<file path="src/rtl/latshift_pkg.sv">
package latshift_pkg;

  typedef enum logic [1:0] {
    OP_HOLD  = 2'd0,
    OP_CLEAR = 2'd1,
    OP_XFER  = 2'd2,
    OP_SHIFT = 2'd3
  } chain_op_e;

  // bit positions inside the synchronized control vector
  localparam int unsigned CTL_CAP   = 0;
  localparam int unsigned CTL_SHIFT = 1;
  localparam int unsigned CTL_XFER  = 2;
  localparam int unsigned CTL_CLEAR = 3;
  localparam int unsigned CTL_W     = 4;

endpackage

</file>
<file path="src/rtl/latshift_rst_sync.sv">
module latshift_rst_sync #(
  parameter int unsigned STAGES = 2
) (
  input  logic clk,
  input  logic rst_n,
  output logic rst_core_n
);
  logic [STAGES-1:0] chain_q;
  logic [STAGES-1:0] chain_d;

  always_comb begin
    chain_d = {chain_q[STAGES-2:0], 1'b1};
  end

  always_ff @(posedge clk or negedge rst_n) begin
    if (!rst_n) chain_q <= '0;
    else        chain_q <= chain_d;
  end

  assign rst_core_n = chain_q[STAGES-1];
endmodule

</file>
<file path="src/rtl/latshift_ctl_sync.sv">
module latshift_ctl_sync #(
  parameter int unsigned N      = 4,
  parameter int unsigned STAGES = 2,
  parameter logic [N-1:0] RST_VAL = '0
) (
  input  logic         clk,
  input  logic         rst_n,
  input  logic [N-1:0] async_in,
  output logic [N-1:0] sync_out
);
  logic [N-1:0] stage_q [STAGES];

  for (genvar s = 0; s < STAGES; s++) begin : g_stage
    logic [N-1:0] stage_d;
    if (s == 0) begin : g_first
      always_comb stage_d = async_in;
    end else begin : g_rest
      always_comb stage_d = stage_q[s-1];
    end
    always_ff @(posedge clk or negedge rst_n) begin
      if (!rst_n) stage_q[s] <= RST_VAL;
      else        stage_q[s] <= stage_d;
    end
  end

  assign sync_out = stage_q[STAGES-1];

  // each output follows the input exactly STAGES cycles later
  // (checked per stage so the window never grows with the parameter)
  for (genvar s = 1; s < STAGES; s++) begin : g_chk
    assert_sync_follow_R9: assert property (@(posedge clk) disable iff (!rst_n)
      1'b1 |=> stage_q[s] == $past(stage_q[s-1]));
  end
endmodule

</file>
<file path="src/rtl/latshift_rise.sv">
module latshift_rise #(
  parameter int unsigned N = 2
) (
  input  logic         clk,
  input  logic         rst_n,
  input  logic [N-1:0] level_in,
  output logic [N-1:0] rise_out
);
  logic [N-1:0] prev_q;
  logic [N-1:0] prev_d;

  always_comb prev_d = level_in;

  always_ff @(posedge clk or negedge rst_n) begin
    if (!rst_n) prev_q <= '0;
    else        prev_q <= prev_d;
  end

  for (genvar i = 0; i < N; i++) begin : g_edge
    assign rise_out[i] = level_in[i] & ~prev_q[i];
  end

  // a rise lasts one cycle only
  for (genvar i = 0; i < N; i++) begin : g_chk
    assert_rise_single_R9: assert property (@(posedge clk) disable iff (!rst_n)
      rise_out[i] |=> !rise_out[i]);
  end
endmodule

</file>
<file path="src/rtl/latshift_hold_reg.sv">
module latshift_hold_reg #(
  parameter int unsigned WIDTH = 8
) (
  input  logic             clk,
  input  logic             rst_n,
  input  logic             cap_rise,
  input  logic [WIDTH-1:0] par_in,
  output logic [WIDTH-1:0] hold_q,
  output logic [WIDTH-1:0] hold_nxt
);
  logic cap_en;

  always_comb begin
    cap_en   = cap_rise;
    hold_nxt = cap_en ? par_in : hold_q;
  end

  always_ff @(posedge clk or negedge rst_n) begin
    if (!rst_n)      hold_q <= '0;
    else if (cap_en) hold_q <= hold_nxt;
  end

  assert_hold_capture_R1: assert property (@(posedge clk) disable iff (!rst_n)
    cap_rise |=> hold_q == $past(par_in));

  assert_hold_stable_R2: assert property (@(posedge clk) disable iff (!rst_n)
    !cap_rise |=> $stable(hold_q));
endmodule

</file>
<file path="src/rtl/latshift_chain.sv">
module latshift_chain
  import latshift_pkg::*;
#(
  parameter int unsigned WIDTH = 8
) (
  input  logic             clk,
  input  logic             rst_n,
  input  logic             clear_lvl_n,
  input  logic             xfer_lvl_n,
  input  logic             shift_rise,
  input  logic             ser_in,
  input  logic [WIDTH-1:0] load_val,
  output logic [WIDTH-1:0] chain_q
);
  chain_op_e        op;
  logic [WIDTH-1:0] chain_d;
  logic             chain_en;

  always_comb begin
    if (!clear_lvl_n)     op = OP_CLEAR;
    else if (!xfer_lvl_n) op = OP_XFER;
    else if (shift_rise)  op = OP_SHIFT;
    else                  op = OP_HOLD;
  end

  always_comb begin
    chain_en = (op != OP_HOLD);
    unique case (op)
      OP_CLEAR: chain_d = '0;
      OP_XFER:  chain_d = load_val;
      OP_SHIFT: chain_d = {chain_q[WIDTH-2:0], ser_in};
      default:  chain_d = chain_q;
    endcase
  end

  always_ff @(posedge clk or negedge rst_n) begin
    if (!rst_n)        chain_q <= '0;
    else if (chain_en) chain_q <= chain_d;
  end

  assert_chain_clear_R3: assert property (@(posedge clk) disable iff (!rst_n)
    !clear_lvl_n |=> chain_q == '0);

  assert_chain_xfer_R4: assert property (@(posedge clk) disable iff (!rst_n)
    (clear_lvl_n && !xfer_lvl_n) |=> chain_q == $past(load_val));

  assert_chain_shift_R5: assert property (@(posedge clk) disable iff (!rst_n)
    (clear_lvl_n && xfer_lvl_n && shift_rise)
      |=> chain_q == {$past(chain_q[WIDTH-2:0]), $past(ser_in)});

  assert_chain_hold_R6: assert property (@(posedge clk) disable iff (!rst_n)
    (clear_lvl_n && xfer_lvl_n && !shift_rise) |=> $stable(chain_q));
endmodule

</file>
<file path="src/rtl/latshift_top.sv">
module latshift_top
  import latshift_pkg::*;
#(
  parameter int unsigned WIDTH       = 8,
  parameter int unsigned SYNC_STAGES = 2,
  parameter int unsigned RST_STAGES  = 2
) (
  input  logic             clk,
  input  logic             rst_n,
  input  logic [WIDTH-1:0] par_in,
  input  logic             cap_strobe,
  input  logic             shift_strobe,
  input  logic             xfer_n,
  input  logic             clear_n,
  input  logic             ser_in,
  output logic             ser_out
);
  localparam logic [CTL_W-1:0] CTL_RST = 4'b1100;  // levels idle high, strobes low

  logic             rst_core_n;
  logic [CTL_W-1:0] ctl_raw;
  logic [CTL_W-1:0] ctl_sync;
  logic [1:0]       strobe_rise;
  logic [WIDTH-1:0] hold_q;
  logic [WIDTH-1:0] hold_nxt;
  logic [WIDTH-1:0] chain_q;

  always_comb begin
    ctl_raw            = '0;
    ctl_raw[CTL_CAP]   = cap_strobe;
    ctl_raw[CTL_SHIFT] = shift_strobe;
    ctl_raw[CTL_XFER]  = xfer_n;
    ctl_raw[CTL_CLEAR] = clear_n;
  end

  latshift_rst_sync #(.STAGES(RST_STAGES)) u_rst (
    .clk(clk), .rst_n(rst_n), .rst_core_n(rst_core_n));

  latshift_ctl_sync #(.N(CTL_W), .STAGES(SYNC_STAGES), .RST_VAL(CTL_RST)) u_sync (
    .clk(clk), .rst_n(rst_core_n), .async_in(ctl_raw), .sync_out(ctl_sync));

  latshift_rise #(.N(2)) u_rise (
    .clk(clk), .rst_n(rst_core_n),
    .level_in({ctl_sync[CTL_SHIFT], ctl_sync[CTL_CAP]}),
    .rise_out(strobe_rise));

  latshift_hold_reg #(.WIDTH(WIDTH)) u_hold (
    .clk(clk), .rst_n(rst_core_n), .cap_rise(strobe_rise[0]),
    .par_in(par_in), .hold_q(hold_q), .hold_nxt(hold_nxt));

  latshift_chain #(.WIDTH(WIDTH)) u_chain (
    .clk(clk), .rst_n(rst_core_n),
    .clear_lvl_n(ctl_sync[CTL_CLEAR]), .xfer_lvl_n(ctl_sync[CTL_XFER]),
    .shift_rise(strobe_rise[1]), .ser_in(ser_in),
    .load_val(hold_nxt), .chain_q(chain_q));

  assign ser_out = chain_q[WIDTH-1];

  // capture under a held transfer reaches the chain together with the holding register
  assert_xfer_tracks_R8: assert property (@(posedge clk) disable iff (!rst_core_n)
    (ctl_sync[CTL_CLEAR] && !ctl_sync[CTL_XFER]) |=> chain_q == hold_q);

  // while the core is held in reset the output is low
  always_comb begin
    if (!rst_core_n) assert_reset_out_R10: assert (ser_out == 1'b0);
  end
endmodule

</file>
<file path="config.mk">
export PLATFORM = sky130hd
export DESIGN_NAME = latshift_top
export DESIGN_NICKNAME = d
export VERILOG_FILES = /design/src/rtl/latshift_pkg.sv /design/src/rtl/latshift_rst_sync.sv /design/src/rtl/latshift_ctl_sync.sv /design/src/rtl/latshift_rise.sv /design/src/rtl/latshift_hold_reg.sv /design/src/rtl/latshift_chain.sv /design/src/rtl/latshift_top.sv
export SDC_FILE = /design/constraint.sdc
export NUM_CORES = 1
export LEC_CHECK = 0
export ABC_AREA = 1
export CAP_MARGIN = 20
export CORE_AREA = 2 2 50 52
export CTS_CLUSTER_SIZE = 10
export DETAILED_ROUTE_END_ITERATION = 10
export DIE_AREA = 0 0 52 54
export HOLD_SLACK_MARGIN = 0.15
export PLACE_DENSITY = 0.78
export SLEW_MARGIN = 15
export SYNTH_ARGS = -nofsm -noshare
export SYNTH_HDL_FRONTEND = slang
export SYNTH_SLANG_ARGS = --single-unit
</file>
<file path="constraint.sdc">
create_clock -name clk -period 1.9 [get_ports clk]
set_input_delay 0.19 -clock clk [delete_from_list [all_inputs] [get_ports clk]]
set_output_delay 0.19 -clock clk [all_outputs]
set_load 0.01 [all_outputs]
</file>
# Yosys cells after proc, flatten, opt, wreduce, memory -nomap -nowiden

Cells that the tools add are included.
Widths: inputs -> output; s select.

Eq/ne operators: 3
Multiplexer cells: 5
Bitwise logic cells: 4
Reduce and logical (&&, ||, !) cells: 3

Operators by type and width:

| operator           | count |
|---|---|
| $pmux 8 s3         | 1 |
| $mux 8             | 1 |
| $mux 2             | 3 |
| $eq 2x2->1 const B | 2 |
| $reduce_bool 3->1  | 1 |
| $and 1x1->1        | 2 |
| $eq 2x1->1 const B | 1 |
| $not 1->1          | 2 |
| $reduce_and 2->1   | 1 |
| $reduce_bool 2->1  | 1 |

Register bits: 28
Input bits: 15
Output and inout bits: 1

# Depth between registers and ports, before layout

Gate-level depths: netlist (run 1).

Word-level depth: 8
Mapped depth: 5
Gate-level depth less buffers: 5

# Hierarchy

A second synthesis (run 1) with hierarchy kept.

Cells, all modules: 107
Area total of the unflattened synthesis: 1146.1 sq um

By module, submodules not included:

| module            | instances | cells an instance | area an instance (sq um) |
|---|---|---|---|
| latshift_chain    | 1         | 48                | 461.7 |
| latshift_hold_reg | 1         | 42                | 355.3 |
| latshift_ctl_sync | 1         | 8                 | 205.2 |
| latshift_rise     | 1         | 6                 | 70.1 |
| latshift_rst_sync | 1         | 3                 | 53.8 |

# Worst setup path before layout (run 1)

Ideal clock, no wire load.

Path kind: reg-to-reg
Start: register u_sync.stage_q (netlist bit u_sync.sync_out[2])
End: register u_chain.chain_q[0]
Setup time: 0.068 ns
Arrival: 0.924 ns
Required time: 1.832 ns
Setup slack: 0.908 ns
Cell stages (with the launch flop): 5
Path buffers: 0
Period minus slack after synthesis: 0.992 ns
Path through: dfstp_2 nand2_2 a21oi_4 nand2_1 nand3_1

Word-level cells in the longest chain between the ends: 5
Elaborated cells on any way between the ends: 9
Those cells by class: 3 x eq/ne; 3 x mux; 3 x reduce/logical

RTL lines:

| what                                     | RTL line                | source |
|---|---|---|
| start: declaration                       | latshift_ctl_sync.sv:11 | `logic [N-1:0] stage_q [STAGES];` |
| start signal: indexed assignment         | latshift_ctl_sync.sv:22 | `else stage_q[s] <= stage_d;` |
| $mux 2 *                                 | latshift_chain.sv:21    | `else if (!xfer_lvl_n) op = OP_XFER;` |
| $mux 2 *                                 | latshift_chain.sv:20    | `if (!clear_lvl_n) op = OP_CLEAR;` |
| $eq 2x1->1 or $eq 2x2->1 (tied branches) | latshift_chain.sv:28    | `unique case (op)` |
| $reduce_bool 3->1 (no source line)       | n/a                     |  |
| $reduce_and 2->1 (no source line)        | n/a                     |  |
| end signal: assignment                   | latshift_chain.sv:38    | `else if (chain_en) chain_q <= chain_d;` |
| end: declaration                         | latshift_chain.sv:13    | `output logic [WIDTH-1:0] chain_q` |

Every way passes the cells marked *; elsewhere a longest branch is shown, timed or not.
A chain may end at the register's enable or synchronous reset.

# Worst setup path in the final report (run 1)

Start: register u_chain.chain_q[7]
End: output ser_out

RTL lines:

| what             | RTL line           | source |
|---|---|---|
| end: declaration | latshift_top.sv:16 | `output logic ser_out` |

No word-level cell between the ends.

==> flow_metrics.env, run 1 <==
export IMPL_diodes=0
export IMPL_power_frac_clock_pct=23.2
export IMPL_peakVddDrop_uv=452
export IMPL_core_area_um2=2320
export IMPL_tritoncts="done"
export IMPL_period_share_pct=73.7
export IMPL_drt_wl_total_um=1740
export IMPL_utilization_pct=57.4
export IMPL_end_kind="output port"
export IMPL_yosys_area_share_simple_pct=26.8
export IMPL_ant_nets=0
export IMPL_final_cells=162
export IMPL_synthAdderAreaFrac_pct=0
export IMPL_num_vias=740
export IMPL_slew_violations=0
export IMPL_endpoint="ser_out"
export IMPL_p_int_w=0.000795
export IMPL_cts_buffers=3
export IMPL_min_period_ps=1400
export IMPL_clock_latency_ps=320
export IMPL_path_cells="clkdlybuf4s50_1"
export IMPL_hp_class="input port to register"
export IMPL_drv_cap=0
export IMPL_gp_congestion=0.773
export IMPL_cp_depth=1
export IMPL_ff2ff_path_depth=4
export IMPL_cts_max_level=1
export IMPL_timing_rr_end="u_chain.chain_q[6]"
export IMPL_placed_cell_area_um2=1290
export IMPL_syn_nets=126
export IMPL_path_delay_family="buffers and inverters"
export IMPL_power_density_nw_per_um2=782
export IMPL_post_cts_buffers=0
export IMPL_cp_arrival_ps=1210
export IMPL_die_width_um=52
export IMPL_clock_path_buffers=2
export IMPL_drt_initial_drc_count=7
export IMPL_cp_buffers_inverters=1
export IMPL_cts_root_buf="clkbuf_4"
export IMPL_drc_errors=0
export IMPL_dr_pass1_iters=4
export IMPL_dpl_hpwl_um=1300
export IMPL_grt_util_all_layers_pct=15.2
export IMPL_timing_critical_path_from="u_chain.chain_q[7]"
export IMPL_grt_pass1_wl_um=3070
export IMPL_synth_xor_area_share_pct=0
export IMPL_yosys_top_cells_area="dfrtp_1 (55%), nand3_1 (11%), dfstp_2 (9.6%)"
export IMPL_grt_remaining_overflow=0
export IMPL_io_buffers=15
export IMPL_synth_area_per_cell_um2=9.90
export IMPL_seq_area_frac_synth_pct=64.2
export IMPL_yosys_warnings=0
export IMPL_start_util_pct=47.4
export IMPL_r2r_setup_slack_ps=770
export IMPL_yosys_area_top_type_share_pct=54.7
export IMPL_setup_violations=0
export IMPL_grt_max_degree=20
export IMPL_cts_sinks=28
export IMPL_clk_pin_slew_ps=130
export IMPL_power_leakage_nw=0.647
export IMPL_fin_area_um2=1330
export IMPL_cts_resized=0
export IMPL_rsz0062_at_grt="false"
export IMPL_wire_per_inst_um=10.8
export IMPL_syn_inst=111
export IMPL_rows=18
export IMPL_fmax_mhz=714
export IMPL_die_h_um=54
export IMPL_fin_tns_setup_ps=0
export IMPL_power_net_switching_w=0.000246
export IMPL_hold_viol=0
export IMPL_skew_ps=7.93
export IMPL_cp_required_ps=1710
export IMPL_switching_share_pct=23.6
export IMPL_netlist_area_um2=1100
export IMPL_syn2layout_area_growth_pct=21.3
export IMPL_path_max_fanout=2
export IMPL_synth_compound_area_share_pct=1.48
export IMPL_first_global_vias=738
export IMPL_synth_mux_area_share_pct=0
export IMPL_ys_types=13
export IMPL_start_kind="register"
export IMPL_synth_seq_cells=28
export IMPL_dieArea_um2=2810
export IMPL_final_net_count=148
export IMPL_cp_slowest_stage_delay_ps=530
export IMPL_vias_per_cell=4.57
export IMPL_ios=16
export IMPL_yosysTopAreaCell="dfrtp_1"
export IMPL_r2r_start="u_sync.sync_out[2]"
export IMPL_timing_hold_ws_ps=265
export IMPL_outcome="finished, final reports clean"
export IMPL_pwr_share_seq_pct=64.6
export IMPL_slowest_stage="clkdlybuf4s50_1"
export IMPL_p_comb_share_pct=12.2
export IMPL_crit_type="register to output port"
export IMPL_drive_gt1_share_pct=10.6
export IMPL_dp_cells=156
export IMPL_synth_top_family_by_area="simple AND/OR/NAND/NOR gates"
export IMPL_antenna_found_initial=0
export IMPL_hp_start="xfer_n"
what timing repair did:
| action | in CTS | in global routing |
|---|---|---|
| hold endpoints to repair | 5 | 0 |
| endpoints found under the setup margin | 0 | 0 |
| hold buffers | 2 | 0 |
placed cells by master (no fill, tap or decap):
cell type,n
nand2_1,25
clkbuf_4,3
nand2_2,2
and2_1,8
buf_4,1
nor2_2,1
conb_1,1
nand3_1,24
inv_2,1
clkdlybuf4s50_1,15
inv_1,18
a21oi_4,1
nor2_4,1
clkbuf_1,1
dfstp_2,4
dlygate4sd3_1,2
dfrtp_1,24
sequential cells by signal, indices dropped and copies added, names as in the netlist:
signal	cells
u_chain.chain_q	8
u_hold.hold_q	8
u_rise.prev_q	2
u_rst.chain_q	2
u_sync.g_stage.stage_d	4
u_sync.sync_out	4
cell usage after synthesis:
master   number
a21oi_4       1
nand3_1      24
inv_2         1
and2_1        8
dfstp_2       4
nand2_2       2
inv_1        18
nor2_2        1
conb_1        1
nand2_1      25
dfrtp_1      24
buf_4         1
nor2_4        1
routing by layer:
layer | wire length [um] | up-vias | global-route usage, %
met5 | 0 | - | 0
met4 | 0 | 0 | 6.58
met3 | 61 | 0 | 2.50
met2 | 894 | 12 | 26.2
met1 | 788 | 345 | 19.0
li1 | - | 383 | -
how the worst min path moves through the flow:
stage / to / slack (ps) / cells after the start
after CTS: u_sync.g_stage[1].stage_d[2] / 250 / 1
after floorplan: u_rst.chain_q[0] / -110 / 0
after detailed placement: u_sync.g_stage[1].stage_d[1] / 130 / 0
after global routing: u_sync.g_stage[1].stage_d[3] / 260 / 1
final: u_sync.g_stage[1].stage_d[2] / 260 / 1
after global placement: u_sync.g_stage[1].stage_d[1] / 110 / 0
through the flow:
step | worst slack, ps | total power [W]
after floorplan | 908 | 0.000754
after global placement | 831 | 0.000803
after detailed placement | 785 | 0.000810
after CTS | 474 | 0.00107
after global routing | 428 | 0.00110
final | 500 | 0.00104
final cells by class:
cell class                 instances  area, um^2
clock buffer                       4        26.3
timing repair buffer              18         178
multi-input combinational         63         314
fill                             217         987
sequential                        28         706
tap                               30        37.5
inverter                          19        71.3
power groups by stage:
stage               Clock, W  Combinational, W  Sequential (W)
finish              0.000242          0.000127        0.000672
global route        0.000278          0.000146        0.000679
CTS                 0.000262          0.000130        0.000673
detailed placement         0          0.000125        0.000685
global placement           0          0.000121        0.000682
floorplan                  0         0.0000710        0.000683
logic make-up after synthesis:
family | count (synthesis)
buffers and inverters | 20
AOI/OAI and AO/OA | 1
DFF | 28
and+or+nand+nor | 61
other | 1
No activity file was read; power rests on OpenSTA's default activity.
==> run 2: changes to the inputs <==
==> constraint.sdc (replaced) <==
create_clock -name clk -period 1.5 [get_ports clk]
set_input_delay 0.15 -clock clk [delete_from_list [all_inputs] [get_ports clk]]
set_output_delay 0.15 -clock clk [all_outputs]
set_load 0.01 [all_outputs]
==> run 2 against run 1 <==
Compared with the run above: clock-buffer cell count fell by 1; worst hold slack lost 130 ps; largest cell class unchanged; highest routed layer is now met4; clock skew fell by 2.7 ps; flip-flop and latch count stayed put.
==> flow_metrics.env, run 2 (synthesized netlist as in run 1, its figures left out) <==
export IMPL_outcome="finished, final reports clean"
export IMPL_min_period_ps=1370
export IMPL_timing_rr_end="u_chain.chain_q[5]"
export IMPL_r2r_setup_slack_ps=350
export IMPL_worst_slack_ps=131
export IMPL_dr_pass1_iters=4
export IMPL_hold_buffers=1
export IMPL_final_net_count=147
export IMPL_skew_ps=5.20
export IMPL_start_util_pct=47.4
export IMPL_timing_critical_path_from="u_chain.chain_q[7]"
export IMPL_period_share_pct=91.3
export IMPL_drv_cap=0
export IMPL_r2r_start="u_sync.sync_out[3]"
export IMPL_dieArea_um2=2810
export IMPL_cp_slowest_stage_delay_ps=530
export IMPL_switching_share_pct=21.6
export IMPL_cts_buffers=3
export IMPL_cts_resized=0
export IMPL_tritoncts="done"
export IMPL_drt_wl_total_um=1750
export IMPL_pwr_share_seq_pct=57.0
export IMPL_final_cell_mix="nand2_1 (25), nand3_1 (24), dfrtp_1 (24)"
export IMPL_ff2ff_path_depth=4
export IMPL_first_global_vias=772
export IMPL_dpl_hpwl_um=1310
export IMPL_top_regs="u_chain.chain_q: 8 flops, u_hold.hold_q: 8 flops"
export IMPL_drt_initial_drc_count=6
export IMPL_path_delay_family="buffers and inverters"
export IMPL_hold_viol=0
export IMPL_p_int_w=0.00117
export IMPL_end_kind="output port"
export IMPL_grt_util_all_layers_pct=14.9
export IMPL_diodes=0
export IMPL_wire_per_inst_um=10.9
export IMPL_power_frac_clock_pct=32.5
export IMPL_crit_type="register to output port"
export IMPL_clock_latency_ps=320
export IMPL_hp_class="register to asynchronous set/reset pin"
export IMPL_fin_tns_setup_ps=0
export IMPL_ant_nets=0
export IMPL_slew_violations=0
export IMPL_cts_max_level=1
export IMPL_peakVddDrop_uv=705
export IMPL_dp_worst_setup_slack_ps=365
export IMPL_cp_buffers_inverters=1
export IMPL_path_cells="clkdlybuf4s50_1"
export IMPL_vias_per_cell=4.65
export IMPL_die_h_um=54
export IMPL_power_density_nw_per_um2=1110
export IMPL_cts_root_buf="clkbuf_4"
export IMPL_cp_arrival_ps=1220
export IMPL_drc_errors=0
export IMPL_grt_remaining_overflow=0
export IMPL_slowest_stage="clkdlybuf4s50_1"
export IMPL_cp_required_ps=1350
export IMPL_post_cts_buffers=0
export IMPL_num_vias=749
export IMPL_layout_commonest_cell="nand2_1"
export IMPL_power_net_switching_w=0.000323
export IMPL_gp_congestion=0.778
export IMPL_power_leakage_nw=0.656
export IMPL_die_width_um=52
export IMPL_rows=18
export IMPL_antenna_found_initial=0
export IMPL_cts_sinks=28
export IMPL_rsz0062_at_grt="false"
export IMPL_p_comb_share_pct=10.5
export IMPL_grt_pass1_wl_um=3020
export IMPL_fmax_mhz=730
export IMPL_clk_pin_slew_ps=150
export IMPL_start_kind="register"
export IMPL_power_total_w=0.00150
export IMPL_path_max_fanout=2
export IMPL_ios=16
export IMPL_fillCellCount=195
export IMPL_clock_path_buffers=2
export IMPL_drive_gt1_share_pct=11.5
export IMPL_setup_violations=0
export IMPL_io_buffers=15
export IMPL_core_area_um2=2320
export IMPL_grt_max_degree=19
export IMPL_syn2layout_area_growth_pct=22.8
## run 2: power by group through the flow
stage                     logic [W]  clock network (W)  registers, W
after floorplan           0.0000900                  0      0.000865
after CTS                  0.000161           0.000500      0.000853
final                      0.000157           0.000486      0.000853
after detailed placement   0.000158                  0      0.000867
after global routing       0.000180           0.000530      0.000861
after global placement     0.000153                  0      0.000865
## run 2: area by class of cell
cell class                      instances  area [um^2]  area share (%)
Sequential cell                        28          706            52.3
Multi-Input combinational cell         63          314            23.3
Timing Repair Buffer                   17          168            12.4
Inverter                               19         71.3            5.29
Tap cell                               30         37.5            2.78
Clock inverter                          1         30.0            2.23
Clock buffer                            3         22.5            1.67
## run 2: routing by layer
layer  wire (um)  up-vias  global-route usage (%)
met2         875       21                    25.9
met4           6        0                    6.58
met5           0        -                       0
met3          68        2                    3.89
li1            -      376                       -
met1         796      350                    17.2
## run 2: through the flow
stage                     hold slack [ps]  cells  cell area (um^2)  utilization [%]
after floorplan                      -146    111              1100                -
after CTS                             153    161              1350             58.1
after global placement                132    156              1290             55.4
after detailed placement              139    156              1290             55.4
after global routing                  168    161              1350             58.1
final                                 131    161              1350             58.1
## run 2: worst max path at each step
stage / endpoint / slack, ps / cells after the start
after global routing: ser_out / 50 / 1
after CTS: ser_out / 110 / 1
after detailed placement: u_chain.chain_q[5] / 370 / 4
after floorplan: u_chain.chain_q[0] / 510 / 4
final: ser_out / 130 / 1
after global placement: u_chain.chain_q[6] / 410 / 4
==> run 3: changes to the inputs <==
--- a/config.mk
+++ b/config.mk
@@ -7,10 +7,10 @@
 export LEC_CHECK = 0
 export ABC_AREA = 1
 export CAP_MARGIN = 20
-export CORE_AREA = 2 2 50 52
+export CORE_AREA = 5 5 53 55
 export CTS_CLUSTER_SIZE = 10
 export DETAILED_ROUTE_END_ITERATION = 10
-export DIE_AREA = 0 0 52 54
+export DIE_AREA = 0 0 58 60
 export HOLD_SLACK_MARGIN = 0.15
 export PLACE_DENSITY = 0.78
 export SLEW_MARGIN = 15
==> run 3 against run 2 <==
Compared with the run above: clock-buffer cell count unchanged; non-clock buffer count unchanged; first-iteration DRC count increased to 3.2 times the previous value; highest routed layer unchanged.
==> flow_metrics.env, run 3 (synthesized netlist as in run 1, its figures left out) <==
export IMPL_outcome="finished, final reports clean"
export IMPL_cts_sinks=28
export IMPL_wire_per_inst_um=11.7
export IMPL_slew_violations=0
export IMPL_grt_remaining_overflow=0
export IMPL_die_h_um=60
export IMPL_path_cells="clkdlybuf4s50_1"
export IMPL_grt_pass1_wl_um=3350
export IMPL_start_util_pct=46.9
export IMPL_crit_type="register to output port"
export IMPL_io_buffers=15
export IMPL_path_delay_family="buffers and inverters"
export IMPL_cp_arrival_ps=1230
export IMPL_dieArea_um2=3480
export IMPL_ff2ff_path_depth=4
export IMPL_power_leakage_nw=0.660
export IMPL_rsz0062_at_grt="false"
export IMPL_path_max_fanout=2
export IMPL_setup_violations=0
export IMPL_cp_slowest_stage_delay_ps=540
export IMPL_vias_per_cell=4.65
export IMPL_end_kind="output port"
export IMPL_skew_ps=9.60
export IMPL_rows=18
export IMPL_grt_util_all_layers_pct=12.6
export IMPL_cp_buffers_inverters=1
export IMPL_ant_nets=0
export IMPL_top_regs="u_chain.chain_q: 8 flops, u_hold.hold_q: 8 flops"
export IMPL_drv_cap=0
export IMPL_num_vias=749
export IMPL_timing_hold_ws_ps=152
export IMPL_first_global_vias=789
export IMPL_cp_depth=1
export IMPL_dpl_hpwl_um=1390
export IMPL_die_width_um=58
export IMPL_syn2layout_area_growth_pct=23.9
export IMPL_clock_path_buffers=2
export IMPL_drc_errors=0
export IMPL_antenna_found_initial=0
export IMPL_layout_commonest_cell="nand2_1"
export IMPL_drt_wl_total_um=1890
export IMPL_gp_congestion=0.748
export IMPL_drive_gt1_share_pct=11.5
export IMPL_power_density_nw_per_um2=1100
export IMPL_grt_max_degree=20
export IMPL_final_net_count=147
export IMPL_fin_tns_setup_ps=0
export IMPL_cts_root_buf="clkbuf_4"
export IMPL_diodes=0
export IMPL_tritoncts="done"
export IMPL_fmax_mhz=722
export IMPL_period_share_pct=92.3
export IMPL_utilization_pct=58.1
export IMPL_core_area_um2=2340
export IMPL_hp_class="register to asynchronous set/reset pin"
export IMPL_cp_required_ps=1350
export IMPL_slowest_stage="clkdlybuf4s50_1"
export IMPL_peakVddDrop_uv=669
export IMPL_final_cell_mix="nand2_1 (25), nand3_1 (24), dfrtp_1 (24)"
export IMPL_drt_initial_drc_count=19
export IMPL_hold_viol=0
export IMPL_clk_pin_slew_ps=150
export IMPL_clock_latency_ps=330
export IMPL_start_kind="register"
export IMPL_fillCellCount=215
export IMPL_dr_pass1_iters=4
export IMPL_multi_input_area_um2=314
export IMPL_post_cts_buffers=0
export IMPL_ios=16
export IMPL_regArea_um2=706
export IMPL_cts_buffers=3
export IMPL_min_period_ps=1380
export IMPL_cts_max_level=1
## run 3: final timing paths
path,startpoint,endpoint,slack [ps]
setup / recovery,u_chain.chain_q[7],ser_out,120
hold / removal,u_rst.chain_q[1],u_sync.g_stage[1].stage_d[0],150
setup reg to reg,u_sync.sync_out[3],u_chain.chain_q[3],330
hold reg to reg,u_rst.chain_q[1],u_sync.g_stage[1].stage_d[0],150
max in group asynchronous,u_rst.chain_q[1],u_sync.sync_out[3],860
min in group clk,clear_n,u_sync.g_stage[1].stage_d[3],210
## run 3: power breakdown
part	leakage (nW)	total, W	switching [W]	internal (W)
logic	0.305	0.000164	0.0000796	0.0000843
clock network	0.0279	0.000485	0.000214	0.000270
registers	0.327	0.000854	0.0000334	0.000821
total	0.660	0.00150	0.000328	0.00118
## run 3: metrics by stage
stage | instances | area (um^2) | total power (W) | worst slack [ps]
after CTS | 161 | 1360 | 0.00152 | 93.0
after detailed placement | 156 | 1300 | 0.00103 | 363
after global placement | 156 | 1300 | 0.00102 | 412
final | 161 | 1360 | 0.00150 | 116
after global routing | 161 | 1360 | 0.00158 | 62.4
after floorplan | 111 | 1100 | 0.000955 | 508
## run 3: routing by layer
metal	GRT usage, %	wire (um)	vias up
met2	22.1	948	12
met3	2.38	86	2
met5	0	0	-
li1	-	-	379
met1	15.0	850	356
met4	5.96	6	0
## run 3: repair_timing
item,CTS,global route
gates resized for setup,0,0
hold endpoints to repair,2,0
hold buffers,1,0
## run 3: layout make-up
type / instances / area share [%]
Tap cell: 30 / 2.76
Sequential cell: 28 / 51.8
Clock inverter: 1 / 2.21
Inverter: 19 / 5.24
Clock buffer: 3 / 1.65
Multi-Input combinational cell: 63 / 23.1
Timing Repair Buffer: 17 / 13.2
